--- src/rtl/uart_xreg_bank.sv ---
module uart_xreg_bank #(
  parameter logic [7:0] LOCK_CODE = 8'hBF,
  parameter logic [7:0] ID0 = 8'h16,
  parameter logic [7:0] ID1 = 8'hC9,
  parameter logic [7:0] ID2 = 8'h50,
  parameter logic [7:0] REVB = 8'h01
) (
  input  logic       clk,
  input  logic       rst_n,
  input  logic [2:0] host_addr,
  input  logic [7:0] host_wdata,
  input  logic       host_wr,
  input  logic [7:0] std_rdata,
  input  logic [7:0] stat_a,
  input  logic [7:0] stat_b,
  output logic [7:0] host_rdata,
  output logic       std_wr_en,
  output logic       soft_rst,
  output logic [7:0] acr_q,
  output logic [4:0] pre_int,
  output logic [2:0] pre_frac,
  output logic [3:0] nclk_sel,
  output logic [7:0] cks_q,
  output logic [6:0] tx_trig,
  output logic [6:0] rx_trig,
  output logic [6:0] fc_lo,
  output logic [6:0] fc_hi
);
  localparam logic [2:0] A_LCR  = 3'd3;
  localparam logic [2:0] A_DATA = 3'd5;
  localparam logic [2:0] A_IDX  = 3'd7;
  localparam int RDEN_BIT = 6;

  logic [7:0] idx;
  logic       lock;
  logic [7:0] cpr;
  logic [7:0] xval;

  wire bank_wr = host_wr && host_addr == A_DATA && !lock;
  wire idx_wr  = host_wr && host_addr == A_IDX && !lock;
  wire sr_hit  = bank_wr && idx == 8'h0C && host_wdata == 8'h00;

  assign std_wr_en = host_wr && !bank_wr;
  assign pre_int   = cpr[7:3];
  assign pre_frac  = cpr[2:0];

  always_ff @(posedge clk or negedge rst_n) begin
    if (!rst_n) begin
      idx <= '0; lock <= 1'b0; soft_rst <= 1'b0;
      acr_q <= '0; cpr <= '0; nclk_sel <= '0;
      tx_trig <= '0; rx_trig <= '0; fc_lo <= '0; fc_hi <= '0;
    end else begin
      soft_rst <= sr_hit;
      if (sr_hit) begin
        idx <= '0; lock <= 1'b0;
        acr_q <= '0; cpr <= '0; nclk_sel <= '0;
        tx_trig <= '0; rx_trig <= '0; fc_lo <= '0; fc_hi <= '0;
      end else begin
        if (host_wr && host_addr == A_LCR) lock <= (host_wdata == LOCK_CODE);
        if (idx_wr) idx <= host_wdata;
        if (bank_wr) begin
          case (idx)
            8'h00: acr_q    <= host_wdata;
            8'h01: cpr      <= host_wdata;
            8'h02: nclk_sel <= host_wdata[3:0];
            8'h04: tx_trig  <= host_wdata[6:0];
            8'h05: rx_trig  <= host_wdata[6:0];
            8'h06: fc_lo    <= host_wdata[6:0];
            8'h07: fc_hi    <= host_wdata[6:0];
            default: ;
          endcase
        end
      end
    end
  end

  always_ff @(posedge clk or negedge rst_n) begin
    if (!rst_n) cks_q <= '0;
    else if (bank_wr && idx == 8'h03) cks_q <= host_wdata;
  end

  always_comb begin
    case (idx)
      8'h00: xval = acr_q;
      8'h01: xval = cpr;
      8'h02: xval = {4'h0, nclk_sel};
      8'h03: xval = cks_q;
      8'h04: xval = {1'b0, tx_trig};
      8'h05: xval = {1'b0, rx_trig};
      8'h06: xval = {1'b0, fc_lo};
      8'h07: xval = {1'b0, fc_hi};
      8'h08: xval = ID0;
      8'h09: xval = ID1;
      8'h0A: xval = ID2;
      8'h0B: xval = REVB;
      8'h0F: xval = stat_a;
      8'h10: xval = stat_b;
      default: xval = 8'h00;
    endcase
  end

  assign host_rdata = (host_addr == A_DATA && !lock && acr_q[RDEN_BIT]) ? xval : std_rdata;

  AST_IDX_LOAD: assert property (@(posedge clk) disable iff (!rst_n)
    (host_wr && host_addr == A_IDX && !lock) |=> idx == $past(host_wdata));

  AST_LOCK_HOLD: assert property (@(posedge clk) disable iff (!rst_n)
    (host_wr && host_addr == A_DATA && lock) |=>
      $stable({acr_q, cpr, nclk_sel, cks_q, tx_trig, rx_trig, fc_lo, fc_hi}));

  AST_LOCK_RDATA: assert property (@(posedge clk) disable iff (!rst_n)
    lock |-> host_rdata == std_rdata);

  AST_LEVEL_MSB: assert property (@(posedge clk) disable iff (!rst_n)
    (host_addr == A_DATA && !lock && acr_q[RDEN_BIT] && idx >= 8'h04 && idx <= 8'h07)
      |-> !host_rdata[7]);

  AST_SRST_KEEP: assert property (@(posedge clk) disable iff (!rst_n)
    (host_wr && host_addr == A_DATA && !lock && idx == 8'h0C && host_wdata == 8'h00)
      |=> (soft_rst && cks_q == $past(cks_q) && acr_q == 8'h00 && idx == 8'h00));

  AST_SRST_PULSE: assert property (@(posedge clk) disable iff (!rst_n)
    soft_rst |=> !soft_rst);
endmodule

--- config.mk ---
export PLATFORM = sky130hd
export DESIGN_NAME = uart_xreg_bank
export DESIGN_NICKNAME = d
export VERILOG_FILES = /design/src/rtl/uart_xreg_bank.sv
export SDC_FILE = /design/constraint.sdc
export NUM_CORES = 1
export LEC_CHECK = 0
export ABC_AREA = 1
export CORE_ASPECT_RATIO = 0.9
export CORE_MARGIN = 2
export CORE_UTILIZATION = 48
export DETAILED_ROUTE_END_ITERATION = 8
export GPL_ROUTABILITY_DRIVEN = 0
export PLACE_DENSITY = 0.77
export RECOVER_POWER = 100
export SLEW_MARGIN = 20
export SYNTH_ARGS = -nofsm -noshare
export SYNTH_HDL_FRONTEND = slang
export SYNTH_SLANG_ARGS = --single-unit
export TNS_END_PERCENT = 30
--- constraint.sdc ---
create_clock -name clk -period 2.4 [get_ports clk]
set_clock_uncertainty 0.2 [all_clocks]
set_input_delay 0.48 -clock clk [delete_from_list [all_inputs] [get_ports clk]]
set_output_delay 0.48 -clock clk [all_outputs]
set_load 0.03 [all_outputs]
==> impl_metrics.json <==
{
  "status": "finished, violations left",
  "violations": "negative setup slack",
  "critPathKind": "flip-flop to output pin",
  "synth_cells": 477,
  "antenna_found_initial": 0,
  "drive_above_1_share": 0.197,
  "holdWs_ns": 0.312,
  "cp_max_fo": 7,
  "hold_viol": 0,
  "fin_cells": 705,
  "synth-compound-area-share": 0.0892,
  "clkSinkCount": 66,
  "peakVddDrop_uv": 388,
  "syn-num-nets": 515,
  "cts_root_buffer": "clkbuf_8",
  "die_w_um": 96.4,
  "mostFrequentLayoutCell": "nand3_1",
  "synth_top_family_by_area": "simple AND/OR/NAND/NOR gates",
  "drc": 0,
  "ant_nets": 0,
  "clk_latency_ns": 0.35,
  "timing.fmax_mhz": 380,
  "core_area_mm2": 0.00751,
  "wire_per_inst_um": 17.3,
  "grtUsageTotal": 0.300,
  "met1_usage": 0.399,
  "p_comb_frac": 0.350,
  "use_met3": 0.0597,
  "rsz0062_at_grt": "true",
  "grt_pass1_vias": 3716,
  "vias": 3998,
  "syn_to_final_growth_pct": 43.9,
  "arrival_ns": 1.95,
  "yosys_warnings": 0,
  "dp_cells": 673,
  "drtIter0Drc": 442,
  "routed_wl_um": 12200,
  "grt_pass1_wl_um": 18700,
  "switching_power_uw": 1280,
  "worstPathRequired_ns": 1.72,
  "start_util": 0.492,
  "synth-simple-area-share": 0.379,
  "cap_violations": 0,
  "finalSetupTns_ns": -4.61,
  "p_leak_uw": 0.00264,
  "worst_slew_pin_slew_ns": 0.892,
  "synth-xor-area-share": 0,
  "numCtsBuffers": 9,
  "routed_via_density": 5.67,
  "htreeDepth": 3,
  "rows": 30,
  "cpPeakStageDelay_ns": 0.47,
  "antennaDiodeCount": 0,
  "min_path_type": "flip-flop to flip-flop",
  "crit_top_cell": "nand2_1",
  "cts.clk_slew.worst_paths_ns": 0.07,
  "path_cells": "inv_4, nand2_8, nor2_4, buf_4, nand3_1, nand2_1, nor2_1, nand3_1, nand2_1, nand2_1, buf_6",
  "slew_headroom": 0.405,
  "setup_viol": 64,
  "overflow": 0,
  "fin_nets": 642,
  "worst_slack_ns": -0.230,
  "grt_max_degree": 67,
  "port_buffers": 103,
  "report.final.slew_viol_count": 0,
  "ys_seq_area_frac": 0.448,
  "period_needed_ns": 2.63,
  "clockBufferDepth": 2,
  "dr.pass1.iters": 5,
  "dp_hpwl_um": 8170,
  "critical_path.slowest_cell": "dfrtp_2",
  "power_density_mw_per_mm2": 652,
  "syn-mean-instance-area_um2": 7.74,
  "cts_tree": "done",
  "post-route-util": 0.707,
  "synth_fa_ha_area_frac": 0,
  "yosys-mux-area-fraction": 0,
  "die_area_mm2": 0.00841,
  "final_cell_mix": "126 x nand3_1, 84 x nand2_1, 62 x dfrtp_1",
  "clkPwrFrac": 0.254,
  "min_period_over_period": 1.10,
  "synth_seq_cells": 66,
  "chipHeight_um": 87.2,
  "internal-power_uw": 2180,
  "endpoint_kind": "output pin",
  "met2_usage": 0.470,
  "synthesis.area_mm2": 0.00369,
  "netlist-cell-type-count": 22,
  "startpoint_type": "flip-flop",
  "ios": 104,
  "p_sw_frac": 0.370,
  "grt-busiest-layer": "met2",
  "power.share.sequential": 0.396,
  "post-place-ws_ns": -0.231,
  "fillCellCount": 592
}
[critical path, delay by kind of cell (launching register included)]
family	cells	cell delay, ns
and+or+nand+nor	8	0.73
buffers and inverters	3	0.39
DFF	1	0.47
[area by class of cell]
cell class                 instances  area, µm²  share of cell area
clock buffer                      14        173              0.0325
clock inverter                     2       10.0             0.00189
inverter                          29        114              0.0214
multi-input combinational        357       1850               0.348
sequential                        66       1660               0.312
tap                               96        120              0.0226
timing repair buffer             141       1390               0.262
[per-layer routing]
layer	part of all wire	routed length (µm)
met2	0.47	5690
met4	0.038	467
met5	0	0
met3	0.095	1160
met1	0.40	4900
[power groups by stage]
stage	Sequential, µW	Clock (µW)	Combinational [µW]
global placement	1370	0	1010
detailed placement	1370	0	1030
CTS	1370	876	1200
global route	1390	933	1290
floorplan	1530	0	436
finish	1370	880	1210
[registers in the layout, summed over array words and instances, names as in the netlist]
register / cells
lock: 1
nclk_sel: 4
cpr: 8
soft_rst: 1
cks_q: 8
fc_lo: 7
fc_hi: 7
rx_trig: 7
acr_q: 8
idx: 8
tx_trig: 7
[per-stage QoR]
step	power [µW]	cell area [µm²]
finish	3460	5310
global route	3610	5310
CTS	3450	5280
detailed placement	2400	4820
global placement	2380	4820
floorplan	1960	3690
[cell usage after synthesis]
cell / count / area, µm²
buf_2: 5 / 25.0
buf_4: 1 / 7.51
buf_6: 13 / 146
clkbuf_1: 6 / 22.5
dfrtp_1: 66 / 1650
inv_1: 26 / 97.6
inv_2: 3 / 11.3
nand2_1: 96 / 360
nand2_2: 8 / 50.1
nand3_1: 127 / 636
nand3_2: 3 / 30.0
nand3_4: 2 / 35.0
nand4_1: 5 / 31.3
nor2_1: 37 / 139
nor2_2: 8 / 50.1
nor2_4: 3 / 33.8
nor2_8: 1 / 20.0
nor3b_1: 1 / 7.51
nor4_1: 1 / 6.26
o21ai_0: 13 / 65.1
o21ai_1: 51 / 255
o41ai_1: 1 / 8.76
[path summary, 6_finish.rpt]
| check | start | to | slack (ns) | cells past startpoint |
|---|---|---|---|---|
| min | lock | lock | 0.31 | 2 |
| max reg2reg | lock | idx[1] | 0.20 | 8 |
| min in group asynchronous | rst_n | fc_lo[3] | 0.68 | 3 |
| max in group asynchronous | rst_n | idx[3] | 0.66 | 3 |
| min reg2reg | lock | lock | 0.31 | 2 |
| max | idx[3] | host_rdata[4] | -0.23 | 11 |
[cells by family after synthesis]
family,Yosys count
AND/OR/NAND/NOR,292
flip-flops,66
AO/OA/AOI/OAI,65
buffers and inverters,54
[repair_timing]
item                                    CTS  global route
gates resized for setup                  56            10
gates cloned                              1             0
pin swaps                                11             8
setup buffers                            11             3
endpoints found under the setup margin    9             9
hold buffers                              1             0
hold endpoints to repair                 66             0
Power figures use the tool's default switching activity.
